<file path="src/rtl/pwm_dual_pkg.sv">
package pwm_dual_pkg;

  typedef enum logic {CNT_UP = 1'b0, CNT_DOWN = 1'b1} cnt_dir_e;

  // Active-phase decision for one counter value.
  function automatic logic chan_active(logic center, cnt_dir_e dir,
                                       int unsigned cnt, int unsigned duty,
                                       int unsigned per);
    if (!center) return cnt <= duty;
    if (duty >= per) return 1'b1;
    return (dir == CNT_DOWN) ? (cnt <= duty) : (cnt < duty);
  endfunction

  // True when the next counted tick starts a new cycle.
  function automatic logic at_boundary(logic center, cnt_dir_e dir,
                                       int unsigned cnt, int unsigned per);
    if (!center) return cnt >= per;
    if (dir == CNT_DOWN) return cnt <= 1;
    return (cnt >= per) && (cnt <= 1);
  endfunction

endpackage

</file>
<file path="src/rtl/pwm_dual_shadow.sv">
module pwm_dual_shadow #(
  parameter int W = 8
) (
  input  logic         clk,
  input  logic         rst_n,
  input  logic         enable,
  input  logic         load,
  input  logic         per_wr,
  input  logic [W-1:0] per_data,
  input  logic         duty_wr,
  input  logic [W-1:0] duty_data,
  output logic [W-1:0] per_act,
  output logic [W-1:0] duty_act
);
  logic [W-1:0] per_buf, duty_buf;
  logic         take;

  assign take = !enable || load;

  always_ff @(posedge clk or negedge rst_n) begin
    if (!rst_n) begin
      per_buf  <= '0;
      duty_buf <= '0;
      per_act  <= '0;
      duty_act <= '0;
    end else begin
      if (per_wr)  per_buf  <= per_data;
      if (duty_wr) duty_buf <= duty_data;
      if (take) begin
        per_act  <= per_buf;
        duty_act <= duty_buf;
      end
    end
  end

  // while running, working values move only on a cycle-end event
  p_hold_between_loads_r10: assert property (@(posedge clk) disable iff (!rst_n)
    (enable && !load) |=> ($stable(per_act) && $stable(duty_act)));

endmodule

</file>
<file path="src/rtl/pwm_dual_counter.sv">
module pwm_dual_counter
  import pwm_dual_pkg::*;
#(
  parameter int W = 8
) (
  input  logic         clk,
  input  logic         rst_n,
  input  logic         enable,
  input  logic         run,
  input  logic         clr,
  input  logic         center,
  input  logic [W-1:0] per,
  output logic [W-1:0] cnt,
  output cnt_dir_e     dir,
  output logic         cyc_end
);
  logic         boundary;
  logic [W-1:0] cnt_nx;
  cnt_dir_e     dir_nx;

  always_comb begin
    boundary = at_boundary(center, dir, 32'(cnt), 32'(per));
    cnt_nx   = cnt;
    dir_nx   = dir;
    if (boundary) begin
      cnt_nx = '0;
      dir_nx = CNT_UP;
    end else if (!center) begin
      cnt_nx = cnt + W'(1);
      dir_nx = CNT_UP;
    end else if (dir == CNT_UP && cnt < per) begin
      cnt_nx = cnt + W'(1);
    end else begin
      cnt_nx = cnt - W'(1);
      dir_nx = CNT_DOWN;
    end
    cyc_end = run && boundary;
  end

  always_ff @(posedge clk or negedge rst_n) begin
    if (!rst_n) begin
      cnt <= '0;
      dir <= CNT_UP;
    end else if (!enable || clr) begin
      cnt <= '0;
      dir <= CNT_UP;
    end else if (run) begin
      cnt <= cnt_nx;
      dir <= dir_nx;
    end
  end

  // a disabled channel parks at zero, counting up
  p_disabled_zero_r1: assert property (@(posedge clk) disable iff (!rst_n)
    !enable |=> (cnt == '0 && dir == CNT_UP));

  // edge mode steps by one below the period
  p_left_step_r2: assert property (@(posedge clk) disable iff (!rst_n)
    (run && !clr && !center && cnt < per) |=> (cnt == $past(cnt) + W'(1)));

  // the counter never passes the working period
  p_cnt_bound_r4: assert property (@(posedge clk) disable iff (!rst_n)
    enable |-> (cnt <= per));

endmodule

</file>
<file path="src/rtl/pwm_dual_wave.sv">
module pwm_dual_wave
  import pwm_dual_pkg::*;
#(
  parameter int W = 8
) (
  input  logic         clk,
  input  logic         rst_n,
  input  logic         enable,
  input  logic         center,
  input  logic         polarity,
  input  cnt_dir_e     dir,
  input  logic [W-1:0] cnt,
  input  logic [W-1:0] per,
  input  logic [W-1:0] duty,
  output logic         pwm_out
);
  logic active;

  always_comb begin
    active  = enable && chan_active(center, dir, 32'(cnt), 32'(duty), 32'(per));
    pwm_out = active ? polarity : !polarity;
  end

  // a zero centred duty never shows the active level
  p_center_duty0_r5: assert property (@(posedge clk) disable iff (!rst_n)
    (enable && center && duty == '0 && per != '0) |-> (pwm_out == !polarity));

endmodule

</file>
<file path="src/rtl/pwm_dual_align.sv">
module pwm_dual_align
  import pwm_dual_pkg::*;
#(
  parameter int W = 8
) (
  input  logic         clk,
  input  logic         rst_n,
  input  logic         tick_en,
  input  logic         in_wait,
  input  logic         ctl_enable,
  input  logic         ctl_center,
  input  logic         ctl_polarity,
  input  logic         ctl_halt_wait,
  input  logic         per_wr,
  input  logic [W-1:0] per_data,
  input  logic         duty_wr,
  input  logic [W-1:0] duty_data,
  input  logic         cnt_clr,
  output logic         pwm_out,
  output logic [W-1:0] cnt_val
);
  logic         halted;
  logic         run;
  logic         cyc_end;
  logic [W-1:0] per_act, duty_act;
  cnt_dir_e     dir;

  assign halted = ctl_halt_wait && in_wait;
  assign run    = ctl_enable && tick_en && !halted;

  pwm_dual_shadow #(.W(W)) u_shadow (
    .clk(clk), .rst_n(rst_n), .enable(ctl_enable), .load(cyc_end),
    .per_wr(per_wr), .per_data(per_data),
    .duty_wr(duty_wr), .duty_data(duty_data),
    .per_act(per_act), .duty_act(duty_act)
  );

  pwm_dual_counter #(.W(W)) u_counter (
    .clk(clk), .rst_n(rst_n), .enable(ctl_enable), .run(run),
    .clr(cnt_clr), .center(ctl_center), .per(per_act),
    .cnt(cnt_val), .dir(dir), .cyc_end(cyc_end)
  );

  pwm_dual_wave #(.W(W)) u_wave (
    .clk(clk), .rst_n(rst_n), .enable(ctl_enable), .center(ctl_center),
    .polarity(ctl_polarity), .dir(dir), .cnt(cnt_val),
    .per(per_act), .duty(duty_act), .pwm_out(pwm_out)
  );

  // halt in wait freezes an enabled counter
  p_freeze_in_wait_r9: assert property (@(posedge clk) disable iff (!rst_n)
    (ctl_enable && halted && !cnt_clr) |=> $stable(cnt_val));

  // no tick, no movement
  p_tick_gate_r8: assert property (@(posedge clk) disable iff (!rst_n)
    (ctl_enable && !tick_en && !cnt_clr) |=> $stable(cnt_val));

endmodule

</file>
<file path="config.mk">
export PLATFORM = sky130hd
export DESIGN_NAME = pwm_dual_align
export DESIGN_NICKNAME = d
export VERILOG_FILES = /design/src/rtl/pwm_dual_pkg.sv /design/src/rtl/pwm_dual_shadow.sv /design/src/rtl/pwm_dual_counter.sv /design/src/rtl/pwm_dual_wave.sv /design/src/rtl/pwm_dual_align.sv
export SDC_FILE = /design/constraint.sdc
export NUM_CORES = 1
export LEC_CHECK = 0
export BUFFER_PORTS_ARGS = -buffer_cell sky130_fd_sc_hd__buf_4
export CAP_MARGIN = 20
export CORE_UTILIZATION = 40
export DETAILED_ROUTE_END_ITERATION = 8
export SETUP_SLACK_MARGIN = 0.1
export SYNTH_ARGS = -nofsm -noshare
export SYNTH_HDL_FRONTEND = slang
export SYNTH_HIERARCHICAL = 1
export SYNTH_SLANG_ARGS = --single-unit
</file>
<file path="constraint.sdc">
create_clock -name clk -period 3.3 [get_ports clk]
set_input_delay 0.165 -clock clk [delete_from_list [all_inputs] [get_ports clk]]
set_output_delay 0.165 -clock clk [all_outputs]
set_load 0.05 [all_outputs]
</file>
=== After elaboration in Yosys (flattened, before gate mapping) ===
Index checks and enable logic that the tools add are counted.

* Add/subtract/negate cells: 2
* Order comparisons: 6
* Equality and inequality tests: 1
* Multiplexer cells: 24
* Bitwise operators: 1
* Reduce and logical (&&, ||, !) cells: 14

{| class="wikitable"
|+ Operator list
! operator !! number
|-
| 2-to-1 mux 8 bit || 5
|-
| 2-to-1 mux 1 bit || 19
|-
| >= comparator 8 bit || 2
|-
| less-than comparator 8 bit || 2
|-
| adder 8 x 1 -> 8 bit, second input constant || 1
|-
| <= comparator 8 x 1 -> 1 bit, second input constant || 1
|-
| <= comparator 8 bit || 1
|-
| subtractor 8 x 1 -> 8 bit, second input constant || 1
|-
| logical AND 1 bit || 7
|-
| != test 4 x 3 -> 1 bit, second input constant || 1
|-
| logical NOT 1 bit || 3
|-
| logical OR 1 bit || 2
|-
| AND reduction 2 bit || 1
|-
| nonzero test 2 bit || 1
|-
| inverter 1 bit || 1
|}

* Register bits after elaboration: 41
* Input port bits: 27
* Output and inout bits: 9

=== Logic depth before layout (Yosys ltp) ===
* Depth in word-level cells: 8
* Depth in mapped cells: 10

=== Cells and area by module ===
Netlist, hierarchy kept.

{| class="wikitable"
|+ By module, submodules not included
! module !! instances !! cells each !! area each (µm²) !! seq. area each (µm²)
|-
| pwm_dual_shadow || 1 || 69 || 1253.7 || 800.8
|-
| pwm_dual_counter || 1 || 111 || 979.7 || 225.2
|-
| pwm_dual_wave || 1 || 68 || 486.7 || 0.0
|-
| pwm_dual_align || 1 || 2 || 12.5 || 0.0
|}

=== Worst setup path before layout ===
Ideal clock, no wire load.

* Kind: register to output
* Start point: register u_counter.cnt[1]
* End point: output pwm_out
* Data arrival time: 3151 ps
* Path slack: -16 ps
* Stages on the path, launching flop included: 7
* Buffers on the path: 0
* Cells stage by stage: dfrtp_1 > ha_1 > nor2b_1 > o211a_1 > o21ai_1 > a2111oi_0 > nor4_1

* Longest elaborated chain between the ends: 7

{| class="wikitable"
|+ Ends and longest elaborated chain
! element !! RTL line !! source
|-
| start: declaration || pwm_dual_counter.sv:13 || <nowiki>output logic [W-1:0] cnt,</nowiki>
|-
| start signal: assignment || pwm_dual_counter.sv:48 || <nowiki>cnt <= cnt_nx;</nowiki>
|-
| <= comparator 8 bit || pwm_dual_pkg.sv:9, pwm_dual_pkg.sv:11 ||
|-
| 2-to-1 mux 1 bit || pwm_dual_pkg.sv:9 || <nowiki>if (!center) return cnt <= duty;</nowiki>
|-
| 2-to-1 mux 1 bit || pwm_dual_pkg.sv:10 || <nowiki>if (duty >= per) return 1'b1;</nowiki>
|-
| 2-to-1 mux 1 bit || pwm_dual_pkg.sv:11 || <nowiki>return (dir == CNT_DOWN) ? (cnt <= duty) : (cnt < duty);</nowiki>
|-
| 2-to-1 mux 1 bit * || pwm_dual_pkg.sv:10 ||
|-
| logical AND 1 bit * || pwm_dual_wave.sv:20 || <nowiki>active = enable && chan_active(center, dir, 32'(cnt), 32'(duty), 32'(per));</nowiki>
|-
| 2-to-1 mux 1 bit * || pwm_dual_wave.sv:21 || <nowiki>pwm_out = active ? polarity : !polarity;</nowiki>
|-
| end: declaration || pwm_dual_align.sv:19 || <nowiki>output logic pwm_out,</nowiki>
|}

Every way passes the cells marked *; elsewhere a longest branch is shown, timed or not. The select of a mux whose other input is x is not followed.

=== Final worst setup path ===
Ends and elaborated chain as after synthesis.

==> results_dict.tcl <==
set metrics [dict create \
    die_h_um 84.7 \
    crit_buf_inv 1 \
    fin_setup_tns_ns 0 \
    syn_to_final_growth_pct 14.6 \
    drive_above_1_share_pct 32.4 \
    routedWlPerCell_um 15.2 \
    yosysTopAreaCellShare_pct 37.5 \
    critPathCaptureType "primary output" \
    cp.depth 7 \
    hp-class "input pin to register" \
    drtIter0Drc 52 \
    vias 1969 \
    crit_end "pwm_out" \
    gr-total-overflow 0 \
    fin_skew_ns 0.00209 \
    core_sq_mm 0.00646 \
    clk_pin_slew_ns 0.09 \
    critPathSlowestCell "a2111oi_0" \
    track_usage_pct 16.8 \
    via_per_inst 5.41 \
    cts_tree "built" \
    cts_buffer_depth 2 \
    synth_edf_count 0 \
    fillerInstances 628 \
    cp_cell_sequence "ha_1 -> nor2b_1 -> o211a_1 -> o21ai_1 -> a2111oi_0 -> nor4_2 -> buf_4" \
    hold_slack_ns 0.0911 \
    antennaDiodeCount 0 \
    clock-root-buffer "clkbuf_8" \
    synth_seq_cells 41 \
    wl_mm 5.54 \
    clkSinkCount 41 \
    numCtsBuffers 5 \
    syn_inst 250 \
    postCtsSetupBuffers 0 \
    multi_input_area_sq_mm 0.00153 \
    detail_route.first_pass.iterations 6 \
    postCtsHoldBufs 1 \
    port_buffers 35 \
    ys_types 57 \
    die_width_um 84.7 \
    first_global_vias 1945 \
    reg2reg_depth 7 \
    ios 36 \
    cp_max_fo 8 \
    relSlewSlack_pct 58.2 \
    worstPathArrival_ns 2.40 \
    placementRows 29 \
    outcome "completed" \
    reg2reg_from "u_counter/cnt[5]$_DFFE_PN0P_" \
    finalCritPeriodShare_pct 77.7 \
    rsz0062_at_grt "no" \
    syn-num-nets 304 \
    start_kind "register" \
    period_minus_slack_ns 2.56 \
    worstSetupPathType "register to primary output" \
    reg2reg_to "u_counter/cnt[5]$_DFFE_PN0P_" \
    ant_nets 0 \
    drc 0 \
    hold_viol 0 \
    antenna_found_initial 0 \
    htree_num_levels 2 \
    setup_violations 0 \
    crit_start "u_counter/cnt[1]$_DFFE_PN0P_" \
    grt_start_max_net_pins 42 \
    fin_nets 340 \
    start_util_pct 42.3 \
    globalplace.congestion 0.805 \
    yosys-top-cells-count "dfrtp_1, inv_1, ha_1" \
    regToRegSetupSlack_ns 0.78 \
    crit_family "compound AO/OA/AOI/OAI gates" \
    power.density_mw_per_mm2 394 \
    whs_path_depth 2 \
    syn_area_sq_mm 0.00273 \
    finalMaxSlewViolations 0 \
    p_leak_nw 1.53 \
    synth.avg_cell_area_sq_um 10.9 \
    ys.flop_type "dfrtp_1" \
    die-area_sq_mm 0.00717 \
    yosys_warnings 6 \
    ir_worst_vdd_uv 235 \
    insertion_delay_ns 0.30 \
    synth_area_leaders "dfrtp_1, ha_1, mux2_2" \
    tightestPinTransition_ns 0.625 \
    fmax_mhz 390 \
    yosysTopAreaCell "dfrtp_1" \
    yosysSeqAreaShare_pct 37.5 \
    yosysMostFrequentCell "dfrtp_1" \
    maxCapViolations 0 \
    ctsResizeCount 0 \
    seq_area_sq_mm 0.00103 \
    grt_pass1_wl_mm 9.43 \
    max_stage_delay_ns 0.58 \
    cp.required_ns 3.13 \
    synth-async-reset-ratio_pct 100 \
    post-dp-hpwl_mm 4.16 \
]
## cells by family after synthesis
family          count (synthesis)  share of synthesized area [%]
buf+inv                        36                           6.55
mux                            35                           15.7
xor+xnor                        1                          0.321
fa+ha+maj                      27                           12.4
flops                          41                           37.5
simple gates                   56                           12.1
compound gates                 54                           15.4
## layout by cell type, fill, tap and decap left out, types with 8 or more instances in the layout
cell type  count
inv_1         28
dfrtp_1       41
mux2_2        23
nor2_1         8
ha_1          27
buf_4         36
nand2_1       11
mux2_4        10
a21oi_1        8
## layout make-up
| cell class | instances | area share, % |
|---|---|---|
| multi-input cells | 173 | 49.0 |
| well taps | 77 | 3.08 |
| clock buffers | 5 | 2.20 |
| inverters | 28 | 3.36 |
| repair buffers | 37 | 8.95 |
| flip-flops and latches | 41 | 32.8 |
| clock inverters | 3 | 0.679 |
## registers in the layout, indices dropped and copies added (netlist names)
| signal | cells |
|---|---|
| u_counter/cnt | 8 |
| u_counter/dir | 1 |
| u_shadow/duty_act | 8 |
| u_shadow/duty_buf | 8 |
| u_shadow/per_act | 8 |
| u_shadow/per_buf | 8 |
## where the power goes
part           total (mW)  switching [mW]  internal [mW]
registers           0.597          0.0433          0.554
logic               0.292           0.143          0.148
clock network       0.346           0.195          0.150
total                1.23           0.382          0.852
## routing by layer
layer | global-route usage, % | up-vias | part of all wire (%)
met5 | 0 | - | 0
met4 | 4.93 | 0 | 0.98
met3 | 3.34 | 5 | 3.4
met2 | 26.9 | 36 | 45
met1 | 23.1 | 946 | 51
li1 | - | 982 | -
## stage by stage
step / area (sq um) / util, % / total power, mW / setup slack (ns) / std cells
global route: 3130 / 48.5 / 1.32 / 0.621 / 364
finish: 3130 / 48.5 / 1.23 / 0.737 / 364
CTS: 3130 / 48.5 / 1.25 / 0.725 / 364
floorplan: 2740 / - / 0.807 / 0.540 / 250
global placement: 3030 / 46.9 / 0.889 / 0.859 / 355
detailed placement: 3030 / 46.9 / 0.898 / 0.799 / 355
## worst min-delay path by stage
stage	from	end
6_report	per_data[1]	u_shadow/per_buf[1]$_DFFE_PN0P_
5_1_grt	per_data[4]	u_shadow/per_buf[4]$_DFFE_PN0P_
4_1_cts	per_data[5]	u_shadow/per_buf[5]$_DFFE_PN0P_
3_5_place_dp	rst_n	u_counter/cnt[3]$_DFFE_PN0P_
3_3_place_gp	rst_n	u_counter/cnt[3]$_DFFE_PN0P_
2_1_floorplan	rst_n	u_counter/cnt[0]$_DFFE_PN0P_
(Power assumes the default switching activity.)
